$ cat src/rtl/mbctl_pkg.sv
package mbctl_pkg;

  parameter int unsigned REG_W      = 32;
  parameter int unsigned ADDR_W     = 2;
  parameter int unsigned FIELD_W    = 4;
  parameter int unsigned NUM_FIELDS = 4;
  parameter int unsigned CTRL_W     = FIELD_W * NUM_FIELDS;
  parameter int unsigned REPEAT_BIT = 12;
  parameter int unsigned STS_W      = REPEAT_BIT + 1;

  parameter logic [FIELD_W-1:0] MB_TRUE  = 4'b0110;
  parameter logic [FIELD_W-1:0] MB_FALSE = 4'b1001;

  typedef enum logic [ADDR_W-1:0] {
    ADDR_LOCK = 2'd0,
    ADDR_CTRL = 2'd1,
    ADDR_STS  = 2'd2,
    ADDR_NONE = 2'd3
  } reg_addr_e;

endpackage

$ cat src/rtl/mbctl_ctrl_word.sv
module mbctl_ctrl_word
  import mbctl_pkg::*;
#(
  parameter int unsigned NFLD = NUM_FIELDS,
  parameter int unsigned FW   = FIELD_W,
  localparam int unsigned CW  = NFLD * FW
) (
  input  logic            clk_i,
  input  logic            rst_ni,
  input  logic            lock_we_i,
  input  logic            lock_wbit_i,
  input  logic            ctrl_we_i,
  input  logic [CW-1:0]   ctrl_wdata_i,
  output logic            lock_o,
  output logic [CW-1:0]   ctrl_o,
  output logic [NFLD-1:0] field_true_o,
  output logic [NFLD-1:0] field_bad_o
);

  logic          lock_q, lock_d, lock_en;
  logic [CW-1:0] ctrl_q, ctrl_d;
  logic          ctrl_en;

  // Next-state logic: the lock can only move toward zero.
  always_comb begin
    lock_en = lock_we_i;
    lock_d  = lock_q & lock_wbit_i;
    ctrl_en = ctrl_we_i & lock_q;
    ctrl_d  = ctrl_wdata_i;
  end

  always_ff @(posedge clk_i or negedge rst_ni) begin
    if (!rst_ni) begin
      lock_q <= 1'b1;
    end else if (lock_en) begin
      lock_q <= lock_d;
    end
  end

  always_ff @(posedge clk_i or negedge rst_ni) begin
    if (!rst_ni) begin
      ctrl_q <= {NFLD{MB_FALSE}};
    end else if (ctrl_en) begin
      ctrl_q <= ctrl_d;
    end
  end

  for (genvar g = 0; g < NFLD; g++) begin : g_field
    logic [FW-1:0] fld;
    logic          is_true, is_false;
    assign fld             = ctrl_q[g*FW +: FW];
    assign is_true         = (fld == MB_TRUE);
    assign is_false        = (fld == MB_FALSE);
    assign field_true_o[g] = is_true;
    assign field_bad_o[g]  = ~(is_true | is_false);
  end

  assign lock_o = lock_q;
  assign ctrl_o = ctrl_q;

  // once cleared, the lock stays cleared
  p_lock_sticky_r1: assert property (@(posedge clk_i) disable iff (!rst_ni)
    !lock_q |=> !lock_q);

  // a cleared lock freezes the control word
  p_locked_hold_r2: assert property (@(posedge clk_i) disable iff (!rst_ni)
    !lock_q |=> $stable(ctrl_q));

endmodule

$ cat src/rtl/mbctl_repeat_det.sv
module mbctl_repeat_det #(
  parameter int unsigned BUS_W = 128
) (
  input  logic             clk_i,
  input  logic             rst_ni,
  input  logic             valid_i,
  input  logic [BUS_W-1:0] data_i,
  output logic             hit_o
);

  logic [BUS_W-1:0] prev_q;
  logic             seen_q, seen_d;
  logic             upd_en;

  always_comb begin
    upd_en = valid_i;
    seen_d = 1'b1;
    hit_o  = valid_i & seen_q & (data_i == prev_q);
  end

  always_ff @(posedge clk_i or negedge rst_ni) begin
    if (!rst_ni) begin
      prev_q <= '0;
      seen_q <= 1'b0;
    end else if (upd_en) begin
      prev_q <= data_i;
      seen_q <= seen_d;
    end
  end

  // nothing is flagged before the first valid word is stored
  p_first_clean_r5: assert property (@(posedge clk_i) disable iff (!rst_ni)
    !seen_q |-> !hit_o);

  // a hit requires a valid word on the bus
  p_hit_needs_valid_r5: assert property (@(posedge clk_i) disable iff (!rst_ni)
    hit_o |-> valid_i);

endmodule

$ cat src/rtl/mbctl_sticky_sts.sv
module mbctl_sticky_sts #(
  parameter int unsigned SW = 13
) (
  input  logic          clk_i,
  input  logic          rst_ni,
  input  logic [SW-1:0] set_i,
  input  logic          clr_we_i,
  input  logic [SW-1:0] clr_wdata_i,
  output logic [SW-1:0] sts_o,
  output logic          alert_o
);

  logic [SW-1:0] sts_q, sts_d, clr_mask, keep;
  logic          alert_q, alert_d;

  always_comb begin
    clr_mask = clr_we_i ? ~clr_wdata_i : '0;
    keep     = sts_q & ~clr_mask;
    sts_d    = keep | set_i;
    alert_d  = |(sts_d & ~sts_q);
  end

  always_ff @(posedge clk_i or negedge rst_ni) begin
    if (!rst_ni) begin
      sts_q   <= '0;
      alert_q <= 1'b0;
    end else begin
      sts_q   <= sts_d;
      alert_q <= alert_d;
    end
  end

  assign sts_o   = sts_q;
  assign alert_o = alert_q;

  // a present set condition always lands in the status word
  p_set_wins_r4: assert property (@(posedge clk_i) disable iff (!rst_ni)
    1'b1 |=> ((sts_q & $past(set_i)) == $past(set_i)));

  // bits not written zero are retained
  p_sticky_r6: assert property (@(posedge clk_i) disable iff (!rst_ni)
    1'b1 |=> ((sts_q & $past(keep)) == $past(keep)));

  // the alert is exactly the rising edge of the status word
  p_alert_rise_r7: assert property (@(posedge clk_i) disable iff (!rst_ni)
    alert_q == (|(sts_q & ~$past(sts_q))));

endmodule

$ cat src/rtl/mbctl_lock_reg.sv
module mbctl_lock_reg
  import mbctl_pkg::*;
#(
  parameter int unsigned BUS_W = 128
) (
  input  logic              clk_i,
  input  logic              rst_ni,
  input  logic              reg_we_i,
  input  logic [ADDR_W-1:0] reg_addr_i,
  input  logic [REG_W-1:0]  reg_wdata_i,
  output logic [REG_W-1:0]  reg_rdata_o,
  input  logic              bus_valid_i,
  input  logic [BUS_W-1:0]  bus_data_i,
  output logic              en_module_o,
  output logic              boot_mode_o,
  output logic              auto_mode_o,
  output logic              fifo_clr_o,
  output logic              recov_alert_o
);

  reg_addr_e             addr;
  logic                  lock_we, ctrl_we, sts_we;
  logic                  lock;
  logic [CTRL_W-1:0]     ctrl;
  logic [NUM_FIELDS-1:0] fld_true, fld_bad;
  logic                  rep_hit;
  logic [STS_W-1:0]      sts_set, sts;
  logic [REG_W-1:0]      unused_wdata;

  assign addr         = reg_addr_e'(reg_addr_i);
  assign lock_we      = reg_we_i & (addr == ADDR_LOCK);
  assign ctrl_we      = reg_we_i & (addr == ADDR_CTRL);
  assign sts_we       = reg_we_i & (addr == ADDR_STS);
  assign unused_wdata = reg_wdata_i;

  mbctl_ctrl_word #(
    .NFLD(NUM_FIELDS),
    .FW  (FIELD_W)
  ) u_ctrl (
    .clk_i       (clk_i),
    .rst_ni      (rst_ni),
    .lock_we_i   (lock_we),
    .lock_wbit_i (reg_wdata_i[0]),
    .ctrl_we_i   (ctrl_we),
    .ctrl_wdata_i(reg_wdata_i[CTRL_W-1:0]),
    .lock_o      (lock),
    .ctrl_o      (ctrl),
    .field_true_o(fld_true),
    .field_bad_o (fld_bad)
  );

  mbctl_repeat_det #(
    .BUS_W(BUS_W)
  ) u_rep (
    .clk_i  (clk_i),
    .rst_ni (rst_ni),
    .valid_i(bus_valid_i),
    .data_i (bus_data_i),
    .hit_o  (rep_hit)
  );

  always_comb begin
    sts_set                   = '0;
    sts_set[NUM_FIELDS-1:0]   = fld_bad;
    sts_set[REPEAT_BIT]       = rep_hit;
  end

  mbctl_sticky_sts #(
    .SW(STS_W)
  ) u_sts (
    .clk_i      (clk_i),
    .rst_ni     (rst_ni),
    .set_i      (sts_set),
    .clr_we_i   (sts_we),
    .clr_wdata_i(reg_wdata_i[STS_W-1:0]),
    .sts_o      (sts),
    .alert_o    (recov_alert_o)
  );

  always_comb begin
    reg_rdata_o = '0;
    unique case (addr)
      ADDR_LOCK: reg_rdata_o[0]          = lock;
      ADDR_CTRL: reg_rdata_o[CTRL_W-1:0] = ctrl;
      ADDR_STS:  reg_rdata_o[STS_W-1:0]  = sts;
      default:   reg_rdata_o             = '0;
    endcase
  end

  assign en_module_o = fld_true[0];
  assign boot_mode_o = fld_true[1];
  assign auto_mode_o = fld_true[2];
  assign fifo_clr_o  = fld_true[3];

  // no two decoded outputs disagree with a single legal field each
  p_out_legal_r3: assert property (@(posedge clk_i) disable iff (!rst_ni)
    en_module_o |-> (reg_addr_i != ADDR_CTRL) || (reg_rdata_o[3:0] == MB_TRUE));

  // status bits 11:4 never set
  p_gap_zero_r4: assert property (@(posedge clk_i) disable iff (!rst_ni)
    sts[REPEAT_BIT-1:NUM_FIELDS] == '0);

endmodule

$ cat config.mk
export PLATFORM = sky130hd
export DESIGN_NAME = mbctl_lock_reg
export DESIGN_NICKNAME = d
export VERILOG_FILES = /design/src/rtl/mbctl_pkg.sv /design/src/rtl/mbctl_ctrl_word.sv /design/src/rtl/mbctl_repeat_det.sv /design/src/rtl/mbctl_sticky_sts.sv /design/src/rtl/mbctl_lock_reg.sv
export SDC_FILE = /design/constraint.sdc
export NUM_CORES = 1
export LEC_CHECK = 0
export BUFFER_PORTS_ARGS = -buffer_cell sky130_fd_sc_hd__buf_2
export CORE_ASPECT_RATIO = 0.5
export CORE_MARGIN = 2
export CORE_UTILIZATION = 35
export DETAILED_ROUTE_END_ITERATION = 7
export PLACE_DENSITY_LB_ADDON = 0.15
export SLEW_MARGIN = 10
export SYNTH_ARGS = -nofsm -noshare
export SYNTH_HDL_FRONTEND = slang
export SYNTH_SLANG_ARGS = --single-unit
$ cat constraint.sdc
create_clock -name clk_i -period 1.7 [get_ports clk_i]
set_input_delay 0.085 -clock clk_i [delete_from_list [all_inputs] [get_ports clk_i]]
set_output_delay 0.085 -clock clk_i [all_outputs]
set_load 0.02 [all_outputs]
==> results.toml, run 1 <==
[timing]
hold-worst-slack_ns = 0.148
relSlewSlack_pct = 62.5
layout_setup_ws_ns = -0.0944
tightestPinTransition_ns = 0.563
clock_skew_ns = 0.00936
fmax_mhz = 557
finalSetupViolCount = 2
rsz0062_at_grt = "yes"
slew_viol_final = 0
finalCritPeriodShare_pct = 106
hold_violations = 0
fin_crit_ns = 1.79
fin_tns_setup_ns = -0.180

[global_route]
grt_max_degree = 106
grt_pass1_vias = 6755
gr-total-overflow = 0
grt_usage_pct = 18.3
grt_pass1_wl_um = 34100
antenna_found_initial = 0

[route]
drc = 0
ant_nets = 0
dr_total_vias = 6266
totalWireLength_um = 20900
via_per_inst = 4.67
wl_per_cell_um = 15.6
dr.pass1.iters = 5
first_iter_violations = 272

[yosys]
yosys_warnings = 0
synth_fa_ha_area_share_pct = 0.623
ys_types = 44
avgSynthCellArea_um2 = 12.1
synth_ff_type = "dfrtp_1"
synth-seq-area-share_pct = 50.0
ys_ff_latch = 160
synth_mux_area_share_pct = 18.9
synthSimpleGateAreaFrac_pct = 10.5
synth_compound_area_share_pct = 7.11
async_flop_share_pct = 100
synth-xor-area-share_pct = 8.40
synthesis.instances = 666
synth_edf_count = 0
synth_top_family_by_area = "multiplexers"
syn-cell-area_mm2 = 0.00803

[worst_setup_path]
worst_r2r_path_depth = 7
worst_ep_arrival_time_ns = 2.14
timing.rr.start = "u_rep.prev_q[97]"
worstPathRequired_ns = 2.05
crit_fanout = 2
crit_type = "reg -> reg"
startpoint_type = "register"
r2r_setup_slack_ns = -0.09
worstSetupEndpointType = "register"
timing.rr.end = "u_sts.sts_o[12]"

[cts]
clock-root-buffer = "clkbuf_16"
clk_pin_slew_ns = 0.06
clk_latency_ns = 0.43
clk_path_buf_depth = 2
h-tree-depth = 4
numCtsBuffers = 17
clock-sinks = 160
cts_tree = "done"

[floorplanning]
chipWidth_um = 218
die_area_mm2 = 0.0242
start_util_pct = 35.4
rows = 39
core_area_mm2 = 0.0227
die_h_um = 111
ioPinCount = 203

[outcome]
status = "complete, but fails checks"
failed_checks = "setup timing"

[cells_and_area]
antennaDiodeCount = 0
instances_no_fill = 1341
multi_input_area_mm2 = 0.00384
nNetsFinal = 1191
syn_to_final_growth_pct = 45.3
drive_gt1_share_pct = 38.6
nFillCells = 2003
utilization_pct = 51.4
regArea_mm2 = 0.00402

[power_and_ir_drop]
p_leak_uw = 0.00517
peakVddDrop_v = 0.000510
powerDensity_mw_per_mm2 = 920
total_power_uw = 10700

[worst_hold_path]
hold_path_class = "in -> async"

[placement]
gp_congestion = 0.784
dp_cells = 1161
port_buffers = 170
dp_hpwl_um = 14900

[run]
max_cap_viol_count = 0
## power breakdown
part | switching (uW) | internal, uW
Clock | 1530 | 2420
Combinational | 910 | 1210
Sequential | 345 | 4320
## logic make-up after synthesis
logic type | count (synthesis)
compound gates | 75
flops | 160
xor+xnor | 77
simple gates | 139
buf+inv | 75
fa+ha+maj | 4
other cells | 1
mux | 135
## through the flow
step / worst slack, ns / instance area [um2]
after CTS: -0.108 / 11600
after global routing: -0.244 / 11700
final: -0.0944 / 11700
after detailed placement: -0.238 / 9470
after floorplan: 0.00922 / 8090
after global placement: -0.213 / 9470
## placed cells by master, fill, tap and decap left out, types with 3 or more instances in the layout
cell type,instances
bufinv_16,3
nand4_1,10
o21ai_0,14
buf_4,38
o22ai_1,10
clkinv_1,3
ha_1,4
mux2_2,127
a22oi_1,12
a21oi_1,3
nor2_1,5
dfrtp_1,151
dfstp_2,9
and2_1,3
clkbuf_1,6
nor4_1,9
o2111a_1,6
dlygate4sd3_1,147
nor4_2,9
mux2_1,8
nand2_1,18
conb_1,16
nor2b_1,44
nor4bb_1,6
a221oi_1,3
or2_2,4
a2111oi_2,6
xnor2_1,14
xor2_1,63
nand2b_1,19
o21a_1,8
nand3_1,4
buf_12,4
inv_1,34
buf_2,168
clkbuf_8,3
clkbuf_16,17
## how the worst max path moves through the flow
stage | start | to | slack (ns) | depth (start not counted)
3_5_place_dp | u_rep.prev_q[100] | u_sts.sts_o[12] | -0.24 | 7
3_3_place_gp | u_rep.prev_q[58] | u_sts.alert_o | -0.21 | 7
5_1_grt | u_rep.prev_q[97] | u_sts.alert_o | -0.24 | 7
6_report | u_rep.prev_q[97] | u_sts.sts_o[12] | -0.09 | 7
4_1_cts | u_rep.prev_q[71] | u_sts.sts_o[12] | -0.11 | 6
2_1_floorplan | u_ctrl.ctrl_o[0] | u_sts.alert_o | 0.009 | 5
## flip-flops by register name, summed over array words and instances, names as in the netlist
register,cells
u_sts.sts_o,13
u_sts.alert_o,1
u_rep.prev_q,128
u_rep.seen_q,1
u_ctrl.ctrl_o,16
u_ctrl.lock_o,1
## routing by layer
layer / routed length, um / global-route usage [%]
met5: 0 / 0
met2: 10200 / 31.4
met4: 402 / 6.35
met1: 9440 / 22.8
met3: 793 / 4.12
## what timing repair did
item,in CTS,in global routing
gates resized for setup,17,7
setup endpoints to repair,2,3
pin swaps,13,12
buffers inserted,2,0
endpoints found under the hold margin,269,0
hold buffers,147,0
## critical path, stage by stage (launching register included)
cell and delay [ns]:
dfrtp_1 0.38, nor2b_1 0.15, a2111oi_2 0.39, nand4_1 0.17, nor4_2 0.29, buf_4 0.15, nand3_1 0.05, o21ai_1 0.14
## synth_stat cells, drive strengths merged (12+ instances only)
cell type | count | share of area [%]
inv | 35 | 1.6
o21ai | 16 | 1.0
mux2 | 135 | 19
dfrtp | 151 | 47
xor2 | 63 | 6.9
a22oi | 12 | 1.1
nor4 | 18 | 1.4
nand2b | 19 | 1.5
buf | 27 | 2.2
nor2b | 45 | 3.5
nand2 | 18 | 0.84
xnor2 | 14 | 1.5
## final cells by class
| cell class | count | share of cell area [%] |
|---|---|---|
| flip-flops and latches | 160 | 34.4 |
| multi-input cells | 446 | 32.9 |
| repair buffers | 358 | 23.0 |
| clock buffers | 26 | 4.19 |
| well taps | 307 | 3.29 |
| inverters | 38 | 1.22 |
| clock inverters | 6 | 0.922 |
No activity file was read; power rests on OpenSTA's default activity.
==> run 2: changes to the inputs <==
Settings changed: CTS_BUF_LIST set to sky130_fd_sc_hd__clkbuf_16.
==> results.toml, run 2 (same netlist as run 1, synthesis figures left out) <==
[timing]
fmax_mhz = 556
tightestPinTransition_ns = 0.564
fin_crit_ns = 1.80
rsz0062_at_grt = "yes"
relSlewSlack_pct = 62.4
layout_setup_ws_ns = -0.0993
clock_skew_ns = 0.00931
slew_viol_final = 0
finalCritPeriodShare_pct = 106
hold_violations = 0
finalSetupViolCount = 2

[worst_setup_path]
worst_ep_arrival_time_ns = 2.15
worstSetupEndpointType = "register"
cpMaxStageDelayCell = "a2111oi_2"
startpoint_type = "register"
path_cells = "nor2b_1 -> a2111oi_2 -> nand4_1 -> nor4_2 -> buf_4 -> nand3_1 -> o21ai_1"
worstPathRequired_ns = 2.05
crit_fanout = 2
crit_type = "reg -> reg"
max_stage_delay_ns = 0.39

[placement]
dp_hpwl_um = 14900
gp_congestion = 0.784
pre_cts_ws_ns = -0.238
port_buffers = 170
dp_cells = 1161

[route]
via_per_inst = 4.66
ant_nets = 0
dr.pass1.iters = 4
dr_total_vias = 6248
wl_per_cell_um = 15.5
totalWireLength_um = 20800
first_iter_violations = 272
drc = 0

[floorplanning]
start_util_pct = 35.4
chipWidth_um = 218
rows = 39
core_area_mm2 = 0.0227
ioPinCount = 203
die_area_mm2 = 0.0242
die_h_um = 111

[cells_and_area]
antennaDiodeCount = 0
drive_gt1_share_pct = 38.3
nNetsFinal = 1191
syn_to_final_growth_pct = 44.9
regMostFlops = "u_rep.prev_q"
final_cell_mix = "buf_2, dfrtp_1, dlygate4sd3_1"
largest_reg_flops = 128
instances_no_fill = 1341
final_common_cell = "buf_2"

[cts]
numCtsBuffers = 17
h-tree-depth = 4
clk_path_buf_depth = 2
clk_pin_slew_ns = 0.06
clock-root-buffer = "clkbuf_16"
clock-sinks = 160
cts_tree = "done"
clk_latency_ns = 0.44

[global_route]
antenna_found_initial = 0
grt_pass1_wl_um = 34100
grt_pass1_vias = 6725
grt_max_degree = 106
gr-total-overflow = 0
grt_usage_pct = 18.3

[power_and_ir_drop]
p_switching_uw = 2780
powerDensity_mw_per_mm2 = 908
p_int_uw = 7780
p_sw_share_pct = 26.3
p_leak_uw = 0.00518
p_seq_share_pct = 44.1
power_frac_comb_pct = 20.1
clockPowerShare_pct = 35.8
peakVddDrop_v = 0.000510

[run]
max_cap_viol_count = 0

[worst_hold_path]
hold_path_class = "in -> async"

[outcome]
failed_checks = "setup timing"
status = "complete, but fails checks"
-- run 2: changes by cell type in the layout (fill, tap and decap cells not counted) --
cell	before	now
inv_1	34	40
clkbuf_1	6	0
clkinv_1	3	6
clkbuf_8	3	0
-- run 2: layout make-up --
| class | count | area [um2] |
|---|---|---|
| clock buffer | 17 | 425 |
| clock inverter | 15 | 141 |
| fill | 2007 | 11100 |
| inverter | 38 | 143 |
| multi-input combinational | 446 | 3840 |
| sequential | 160 | 4020 |
| tap | 307 | 384 |
| timing repair buffer | 358 | 2690 |
-- run 2: power groups by stage --
stage | Combinational, uW | Sequential [uW] | Clock (uW)
after floorplan | 1140 | 4630 | 0
after global placement | 1780 | 4690 | 0
after detailed placement | 1810 | 4720 | 0
after CTS | 2130 | 4650 | 3890
after global routing | 2330 | 4720 | 4100
final | 2120 | 4660 | 3780
-- run 2: repair_timing --
action / 4_1_cts / 5_1_grt
hold buffers: 147 / 0
pin swaps: 13 / 12
hold endpoints to repair: 280 / 0
gates resized for setup: 17 / 7
buffers inserted: 2 / 0
setup endpoints to repair: 2 / 3
-- run 2: worst max-delay path: cells and delay by family (launching register included) --
family	cells	cell delay (ns)
buf+inv	1	0.15
simple gates	4	0.66
flops	1	0.38
compound gates	2	0.53
-- run 2: path summary, 6_finish.rpt --
path / from / to / slack [ns] / cells after the start
max: u_rep.prev_q[97] / u_sts.sts_o[12] / -0.1 / 7
max reg2reg: u_rep.prev_q[97] / u_sts.sts_o[12] / -0.1 / 7
min reg2reg: u_rep.seen_q / u_rep.seen_q / 0.47 / 1
min in group clk_i: bus_valid_i / u_sts.sts_o[12] / 0.25 / 5
max in group asynchronous: rst_ni / u_ctrl.ctrl_o[11] / 0.90 / 3
min: rst_ni / u_rep.prev_q[79] / 0.15 / 2
-- run 2: layer usage --
layer,share of wire (%),global-route usage (%)
met1,45,22.8
met2,49,31.3
met3,3.4,3.37
met4,2.0,7.30
met5,0,0
-- run 2: per-stage QoR --
| step | TNS [ns] | total power [uW] | instance area [um2] | hold slack, ns | util (%) |
|---|---|---|---|---|---|
| 2_1_floorplan | 0 | 5770 | 8090 | -0.211 | - |
| 3_3_place_gp | -0.423 | 6480 | 9470 | 0.0653 | 41.8 |
| 3_5_place_dp | -0.474 | 6530 | 9470 | 0.0602 | 41.8 |
| 4_1_cts | -0.209 | 10700 | 11600 | 0.155 | 51.1 |
| 5_1_grt | -0.480 | 11200 | 11600 | 0.208 | 51.3 |
| 6_report | -0.192 | 10600 | 11600 | 0.149 | 51.3 |
